==> src/rtl/acc_seq_pkg.sv <==
package acc_seq_pkg;

   localparam logic [7:0] OP_ADD_IMM = 8'h8B;
   localparam logic [7:0] OP_ADD_ZPG = 8'h9B;
   localparam logic [7:0] OP_ADD_ABS = 8'hBB;
   localparam logic [7:0] OP_ADD_IDX = 8'hAB;
   localparam logic [7:0] OP_CLR_ACC = 8'h4F;

   typedef enum logic [3:0] {
      ST_FETCH,
      ST_IMM,
      ST_ZLO,
      ST_AHI,
      ST_ALO,
      ST_OFS,
      ST_XADD,
      ST_OPND,
      ST_CLR
   } seq_st_t;

   typedef enum logic [1:0] {
      ACC_HOLD,
      ACC_ADD,
      ACC_CLR
   } acc_op_t;

   typedef enum logic [2:0] {
      T_HOLD,
      T_ZEXT,
      T_HIGH,
      T_LOW,
      T_INDEX
   } tmp_op_t;

   typedef struct packed {
      logic n;
      logic z;
      logic v;
      logic c;
   } flags_t;

endpackage

==> src/rtl/acc_seq_ctrl.sv <==
module acc_seq_ctrl
   import acc_seq_pkg::*;
#(
   parameter int DATA_W = 8
) (
   input  logic              clk,
   input  logic              rst,
   input  logic [DATA_W-1:0] rdata,
   output seq_st_t           st,
   output acc_op_t           acc_op,
   output tmp_op_t           tmp_op,
   output logic              pc_inc,
   output logic              use_tmp,
   output logic              done
);

   seq_st_t           st_n;
   logic [DATA_W-1:0] opc_q;
   logic              done_c;

   always_comb begin
      st_n    = st;
      acc_op  = ACC_HOLD;
      tmp_op  = T_HOLD;
      pc_inc  = 1'b0;
      use_tmp = 1'b0;
      done_c  = 1'b0;
      case (st)
         ST_FETCH: begin
            pc_inc = 1'b1;
            case (rdata)
               OP_ADD_IMM: st_n = ST_IMM;
               OP_ADD_ZPG: st_n = ST_ZLO;
               OP_ADD_ABS: st_n = ST_AHI;
               OP_ADD_IDX: st_n = ST_OFS;
               OP_CLR_ACC: st_n = ST_CLR;
               default: begin
                  st_n   = ST_FETCH;
                  done_c = 1'b1;
               end
            endcase
         end
         ST_IMM: begin
            pc_inc = 1'b1;
            acc_op = ACC_ADD;
            done_c = 1'b1;
            st_n   = ST_FETCH;
         end
         ST_ZLO: begin
            pc_inc = 1'b1;
            tmp_op = T_ZEXT;
            st_n   = ST_OPND;
         end
         ST_AHI: begin
            pc_inc = 1'b1;
            tmp_op = T_HIGH;
            st_n   = ST_ALO;
         end
         ST_ALO: begin
            pc_inc = 1'b1;
            tmp_op = T_LOW;
            st_n   = ST_OPND;
         end
         ST_OFS: begin
            pc_inc = 1'b1;
            tmp_op = T_ZEXT;
            st_n   = ST_XADD;
         end
         ST_XADD: begin
            tmp_op = T_INDEX;
            st_n   = ST_OPND;
         end
         ST_OPND: begin
            use_tmp = 1'b1;
            acc_op  = ACC_ADD;
            done_c  = 1'b1;
            st_n    = ST_FETCH;
         end
         ST_CLR: begin
            acc_op = ACC_CLR;
            done_c = 1'b1;
            st_n   = ST_FETCH;
         end
         default: st_n = ST_FETCH;
      endcase
   end

   always_ff @(posedge clk) begin
      if (rst) begin
         st    <= ST_FETCH;
         opc_q <= '0;
      end else begin
         st <= st_n;
         if (st == ST_FETCH) opc_q <= rdata;
      end
   end

   assign done = done_c & ~rst;

   // an instruction always ends with a return to opcode fetch
   p_done_refetch_r10: assert property (@(posedge clk) disable iff (rst)
      done |=> st == ST_FETCH);

   // an unknown opcode finishes in the fetch cycle itself
   p_undef_single_r9: assert property (@(posedge clk) disable iff (rst)
      (st == ST_FETCH && done) |=> st == ST_FETCH);

   // operand reads only happen for the three memory modes
   p_opnd_mode_r4: assert property (@(posedge clk) disable iff (rst)
      st == ST_OPND |-> (opc_q == OP_ADD_ZPG || opc_q == OP_ADD_ABS || opc_q == OP_ADD_IDX));

   // the index addition is always followed by the operand read
   p_index_then_read_r6: assert property (@(posedge clk) disable iff (rst)
      st == ST_XADD |=> st == ST_OPND);

endmodule

==> src/rtl/acc_seq_agen.sv <==
module acc_seq_agen
   import acc_seq_pkg::*;
#(
   parameter int          DATA_W   = 8,
   parameter int          ADDR_W   = 16,
   parameter logic [15:0] RESET_PC = 16'h0100
) (
   input  logic              clk,
   input  logic              rst,
   input  logic [DATA_W-1:0] rdata,
   input  tmp_op_t           tmp_op,
   input  logic              pc_inc,
   input  logic              use_tmp,
   input  logic              x_ld,
   input  logic [ADDR_W-1:0] x_din,
   output logic [ADDR_W-1:0] mem_addr,
   output logic [ADDR_W-1:0] pc,
   output logic [ADDR_W-1:0] x
);

   localparam int HI_W = ADDR_W - DATA_W;

   logic [ADDR_W-1:0] tmp;
   logic [ADDR_W-1:0] tmp_n;

   always_comb begin
      tmp_n = tmp;
      case (tmp_op)
         T_ZEXT:  tmp_n = {{HI_W{1'b0}}, rdata};
         T_HIGH:  tmp_n = {rdata, tmp[DATA_W-1:0]};
         T_LOW:   tmp_n = {tmp[ADDR_W-1:DATA_W], rdata};
         T_INDEX: tmp_n = tmp + x;
         default: tmp_n = tmp;
      endcase
   end

   always_ff @(posedge clk) begin
      if (rst) begin
         pc  <= ADDR_W'(RESET_PC);
         tmp <= '0;
         x   <= '0;
      end else begin
         if (pc_inc) pc <= pc + 1'b1;
         tmp <= tmp_n;
         if (x_ld) x <= x_din;
      end
   end

   assign mem_addr = use_tmp ? tmp : pc;

   // every consumed instruction byte moves the program counter by one
   p_pc_step_r2: assert property (@(posedge clk) disable iff (rst)
      pc_inc |=> pc == $past(pc) + 1'b1);

   // a zero-page operand address never carries a high byte
   p_zpg_high_clear_r4: assert property (@(posedge clk) disable iff (rst)
      tmp_op == T_ZEXT |=> tmp[ADDR_W-1:DATA_W] == '0);

   // index writes land one edge later
   p_x_load_r11: assert property (@(posedge clk) disable iff (rst)
      x_ld |=> x == $past(x_din));

endmodule

==> src/rtl/acc_seq_alu.sv <==
module acc_seq_alu
   import acc_seq_pkg::*;
#(
   parameter int DATA_W       = 8,
   parameter bit V_FROM_CARRY = 1'b0
) (
   input  logic              clk,
   input  logic              rst,
   input  acc_op_t           acc_op,
   input  logic [DATA_W-1:0] rdata,
   output logic [DATA_W-1:0] acc,
   output flags_t            flags
);

   localparam int MSB = DATA_W - 1;

   logic [DATA_W:0] sum;
   logic [DATA_W-1:0] res;
   logic            ovf;

   assign sum = {1'b0, acc} + {1'b0, rdata};
   assign res = sum[DATA_W-1:0];

   generate
      if (V_FROM_CARRY) begin : g_v_carry
         logic [MSB:0] low_sum;
         assign low_sum = {1'b0, acc[MSB-1:0]} + {1'b0, rdata[MSB-1:0]};
         assign ovf = low_sum[MSB] ^ sum[DATA_W];
      end else begin : g_v_sign
         assign ovf = (acc[MSB] == rdata[MSB]) && (res[MSB] != acc[MSB]);
      end
   endgenerate

   always_ff @(posedge clk) begin
      if (rst) begin
         acc   <= '0;
         flags <= '0;
      end else begin
         case (acc_op)
            ACC_ADD: begin
               acc     <= res;
               flags.n <= res[MSB];
               flags.z <= (res == '0);
               flags.v <= ovf;
               flags.c <= sum[DATA_W];
            end
            ACC_CLR: begin
               acc   <= '0;
               flags <= 4'b0100;
            end
            default: ;
         endcase
      end
   end

   // clear leaves a zero accumulator and flags N=0 Z=1 V=0 C=0
   p_clear_result_r7: assert property (@(posedge clk) disable iff (rst)
      acc_op == ACC_CLR |=> (acc == '0 && flags == 4'b0100));

   // sign and zero flags agree with the written accumulator
   p_nz_follow_r8: assert property (@(posedge clk) disable iff (rst)
      acc_op == ACC_ADD |=> (flags.n == acc[MSB] && flags.z == (acc == '0)));

   // cycles without a write keep accumulator and flags
   p_hold_state_r9: assert property (@(posedge clk) disable iff (rst)
      acc_op == ACC_HOLD |=> ($stable(acc) && $stable(flags)));

endmodule

==> src/rtl/acc_mode_seq.sv <==
module acc_mode_seq
   import acc_seq_pkg::*;
#(
   parameter int          DATA_W       = 8,
   parameter int          ADDR_W       = 16,
   parameter logic [15:0] RESET_PC     = 16'h0100,
   parameter bit          V_FROM_CARRY = 1'b0
) (
   input  logic              clk,
   input  logic              rst,
   output logic [ADDR_W-1:0] mem_addr,
   input  logic [DATA_W-1:0] mem_rdata,
   input  logic              x_ld,
   input  logic [ADDR_W-1:0] x_din,
   output logic [DATA_W-1:0] acc_q,
   output logic [3:0]        flags_q,
   output logic [ADDR_W-1:0] pc_q,
   output logic [ADDR_W-1:0] x_q,
   output logic              done
);

   generate
      if (DATA_W != 8) begin : g_bad_data_w
         $error("acc_mode_seq: opcodes are byte wide, DATA_W must be 8");
      end
      if (ADDR_W != 2 * DATA_W) begin : g_bad_addr_w
         $error("acc_mode_seq: absolute mode needs ADDR_W equal to two data bytes");
      end
   endgenerate

   seq_st_t st;
   acc_op_t acc_op;
   tmp_op_t tmp_op;
   logic    pc_inc;
   logic    use_tmp;
   flags_t  flags;

   acc_seq_ctrl #(.DATA_W(DATA_W)) u_ctrl (
      .clk     (clk),
      .rst     (rst),
      .rdata   (mem_rdata),
      .st      (st),
      .acc_op  (acc_op),
      .tmp_op  (tmp_op),
      .pc_inc  (pc_inc),
      .use_tmp (use_tmp),
      .done    (done)
   );

   acc_seq_agen #(.DATA_W(DATA_W), .ADDR_W(ADDR_W), .RESET_PC(RESET_PC)) u_agen (
      .clk      (clk),
      .rst      (rst),
      .rdata    (mem_rdata),
      .tmp_op   (tmp_op),
      .pc_inc   (pc_inc),
      .use_tmp  (use_tmp),
      .x_ld     (x_ld),
      .x_din    (x_din),
      .mem_addr (mem_addr),
      .pc       (pc_q),
      .x        (x_q)
   );

   acc_seq_alu #(.DATA_W(DATA_W), .V_FROM_CARRY(V_FROM_CARRY)) u_alu (
      .clk    (clk),
      .rst    (rst),
      .acc_op (acc_op),
      .rdata  (mem_rdata),
      .acc    (acc_q),
      .flags  (flags)
   );

   assign flags_q = flags;

   // the operand-in-instruction add always ends in its second cycle
   p_imm_two_cycles_r3: assert property (@(posedge clk) disable iff (rst)
      st == ST_IMM |-> done);

   // reset returns the program counter to its start value
   p_reset_pc_r1: assert property (@(posedge clk)
      rst |=> pc_q == ADDR_W'(RESET_PC));

endmodule

==> config.mk <==
export PLATFORM = sky130hd
export DESIGN_NAME = acc_mode_seq
export DESIGN_NICKNAME = d
export VERILOG_FILES = /design/src/rtl/acc_seq_pkg.sv /design/src/rtl/acc_seq_ctrl.sv /design/src/rtl/acc_seq_agen.sv /design/src/rtl/acc_seq_alu.sv /design/src/rtl/acc_mode_seq.sv
export SDC_FILE = /design/constraint.sdc
export NUM_CORES = 1
export LEC_CHECK = 0
export BUFFER_PORTS_ARGS = -buffer_cell sky130_fd_sc_hd__buf_2
export CAP_MARGIN = 20
export CORE_MARGIN = 10
export CORE_UTILIZATION = 35
export DETAILED_ROUTE_END_ITERATION = 6
export PLACE_DENSITY_LB_ADDON = 0.08
export SLEW_MARGIN = 20
export SYNTH_ARGS = -nofsm -noshare
export SYNTH_HDL_FRONTEND = slang
export SYNTH_HIERARCHICAL = 1
export SYNTH_SLANG_ARGS = --single-unit
==> constraint.sdc <==
create_clock -name clk -period 2.6 [get_ports clk]
set_input_delay 0.39 -clock clk [delete_from_list [all_inputs] [get_ports clk]]
set_output_delay 0.39 -clock clk [all_outputs]
set_load 0.01 [all_outputs]
==> impl_metrics.env <==
export IMPL_status="finished, final reports clean"
export IMPL_critPathKind="reg -> reg"
export IMPL_routabilityCongestion=0.861
export IMPL_finish_utilization_pct=42.9
export IMPL_io_pins=88
export IMPL_grt_pass1_wl_microns=20100
export IMPL_clockBufferDepth=2
export IMPL_hp_class="in -> reg"
export IMPL_cts_tree="built"
export IMPL_path_cells="or2b_1 -> o21ai_0 -> and2_1 -> or3_1 -> nand3_1 -> a22oi_1 -> o2bb2ai_1 -> a211o_1"
export IMPL_setup_tns_final_ps=0
export IMPL_track_usage_pct=15.4
export IMPL_final_cell_area_sq_mm=0.00489
export IMPL_htree_levels=3
export IMPL_arrival_ps=2580
export IMPL_yosysWarnings=6
export IMPL_synth_edf_count=0
export IMPL_die_x_microns=128
export IMPL_start_util_pct=35.7
export IMPL_grt_max_degree=50
export IMPL_fin_skew_ps=5.90
export IMPL_via_count=3819
export IMPL_syn_nets=522
export IMPL_powerDensity_mw_per_mm2=594
export IMPL_hold_viol=0
export IMPL_syn_inst=468
export IMPL_required_ps=2820
export IMPL_vdd_drop_max_v=0.000282
export IMPL_clock_sinks=63
export IMPL_antennaDiodeCount=0
export IMPL_yosysUniqueCellTypes=67
export IMPL_route_met3_wl_microns=613
export IMPL_met1_length_microns=6110
export IMPL_final_common_cell="buf_2"
export IMPL_dr_pass1_iters=4
export IMPL_rows=39
export IMPL_cts_buffers=9
export IMPL_mostFrequentLayoutCells="87 x buf_2, 63 x dfxtp_1, 60 x nor2_1, 25 x ha_1"
export IMPL_finalSetupViolCount=0
export IMPL_path_delay_family="simple AND/OR/NAND/NOR gates"
export IMPL_layout_drive_gt1_share_pct=24.0
export IMPL_wl_microns=12700
export IMPL_grt_pass1_vias=3777
export IMPL_grt_ovfl_total=0
export IMPL_met2_length_microns=5700
export IMPL_postPlaceCellArea_sq_mm=0.00462
export IMPL_core_area_sq_mm=0.0114
export IMPL_clk_pin_slew_worst_paths_ps=50
export IMPL_post_cts_setup_buffer_count=0
export IMPL_final_nets=604
export IMPL_crit_fanout=10
export IMPL_syn_to_final_growth_pct=19.9
export IMPL_crit_path_max_incr_delay_ps=490
export IMPL_synthesis_area_sq_mm=0.00408
export IMPL_yosys_most_used_dff="dfxtp_1"
export IMPL_post_synth_top_area_fraction_pct=30.9
export IMPL_yosysTopAreaCell="dfxtp_1"
export IMPL_clock_root_buffer="clkbuf_16"
export IMPL_ys_seq_area_share_pct=30.9
export IMPL_top_layer="met4"
export IMPL_drc=0
export IMPL_slowest_stage="dfxtp_1"
export IMPL_drt_initial_drc_count=156
export IMPL_clock_latency_ps=340
export IMPL_synth_seq_cells=63
export IMPL_p_leak_nw=2.19
export IMPL_maxSlewViolCount=0
export IMPL_numPlacedInstances=682
export IMPL_fmax_mhz=425
export IMPL_synthTopCellsByArea="dfxtp_1 31%, ha_1 7.7%, nor2_1 5.5%"
export IMPL_total_power_mw=2.91
export IMPL_rrSetupSlack_ps=250
export IMPL_ant_nets=0
export IMPL_wl_per_cell_microns=18.2
export IMPL_port_buffers=87
export IMPL_grt_antenna_before_repair=0
export IMPL_viasPerCell=5.47
export IMPL_cp_start_kind="register"
export IMPL_endpoint_kind="register"
export IMPL_relSlewSlack_pct=60.8
export IMPL_synthArstFlopShare_pct=0
export IMPL_final_cells=698
export IMPL_die_height_microns=128
export IMPL_die_area_sq_mm=0.0164
export IMPL_period_minus_slack_ps=2350
export IMPL_rsz0062_at_grt="no"
export IMPL_hpwl_microns=9530
export IMPL_maxCapViolCount=0
export IMPL_synth_avg_cell_area_sq_um=8.72
export IMPL_min_period_over_period_pct=90.5
export IMPL_crit_buf_inv=0
export IMPL_worst_slew_pin_slew_ps=586
-- metal layers --
layer  vias to the layer above  global-route usage (%)
met4                         0                    7.15
li1                       1911                       -
met5                         -                       0
met3                        23                    3.47
met2                        88                    23.9
met1                      1797                    19.8
-- through the flow --
stage	setup slack, ps	hold WS [ps]
finish	247	283
CTS	130	281
floorplan	400	459
global placement	178	449
detailed placement	131	456
global route	12.4	293
-- synthesized netlist by cell type (5+ instances only) --
master     number
mux2i_1        21
a31oi_1         5
or3_1           9
o21bai_1        8
xnor2_1         7
mux2_2         15
and3_1          5
o21ai_0        13
nor3_1          6
dfxtp_1        63
nor4_1          5
nor3b_1         5
a21o_1          8
nand3_1        14
nand4_1         9
nor2_1         60
clkbuf_1       10
a211oi_1       10
a22oi_1        11
nor2b_1         5
ha_1           25
a21oi_1        24
a2111oi_0       5
nand2_1        23
inv_1           7
xor2_1         18
-- final timing paths --
kind	start	endpoint	cells after the start
min	x_din[2]	u_agen/x[2]	3
min reg2reg	u_alu/flags[1]	u_alu/flags[1]	2
max reg2reg	u_ctrl/st[2]	u_agen/tmp[15]	8
max	u_ctrl/st[2]	u_agen/tmp[15]	8
-- layout make-up --
cell class	count	area [sq um]
fill	1208	6520
timing repair buffer	96	503
tap	143	179
multi-input combinational	373	2650
sequential	63	1260
clock buffer	16	272
inverter	7	26.3
-- state kept, by name, indices dropped and copies added (netlist names) --
register	count
u_agen/x	16
u_agen/tmp	16
u_agen/pc	16
u_alu/flags	3
u_ctrl/st	4
u_alu/acc	8
-- report_power, final --
| part | switching, mW | total [mW] | internal [mW] |
|---|---|---|---|
| registers | 0.0877 | 1.12 | 1.04 |
| clock network | 0.437 | 1.14 | 0.699 |
| logic | 0.370 | 0.648 | 0.278 |
-- worst reg2reg max path, stage by stage, from the launching register on --
cell and delay (ps):
dfxtp_1 490, or2b_1 290, o21ai_0 130, and2_1 300
or3_1 150, nand3_1 260, a22oi_1 250, o2bb2ai_1 80
a211o_1 280
-- timing repair --
item                                    CTS  global route
gates resized for setup                   0             1
endpoints found under the setup margin    0             2
hold buffers                              0             0
hold endpoints to repair                  0             0
-- logic make-up (layout without fill, tap and decap cells) --
family | after synthesis | count (layout) | synth area share [%]
and+or+nand+nor | 167 | 167 | 21.6
AOI/OAI and AO/OA | 118 | 118 | 20.1
DFF | 63 | 63 | 30.9
muxes | 36 | 36 | 9.29
buffers and inverters | 32 | 119 | 4.17
adders and majority gates | 27 | 27 | 8.65
xor gates and xnor gates | 25 | 25 | 5.36
Power figures use the tool's default switching activity.
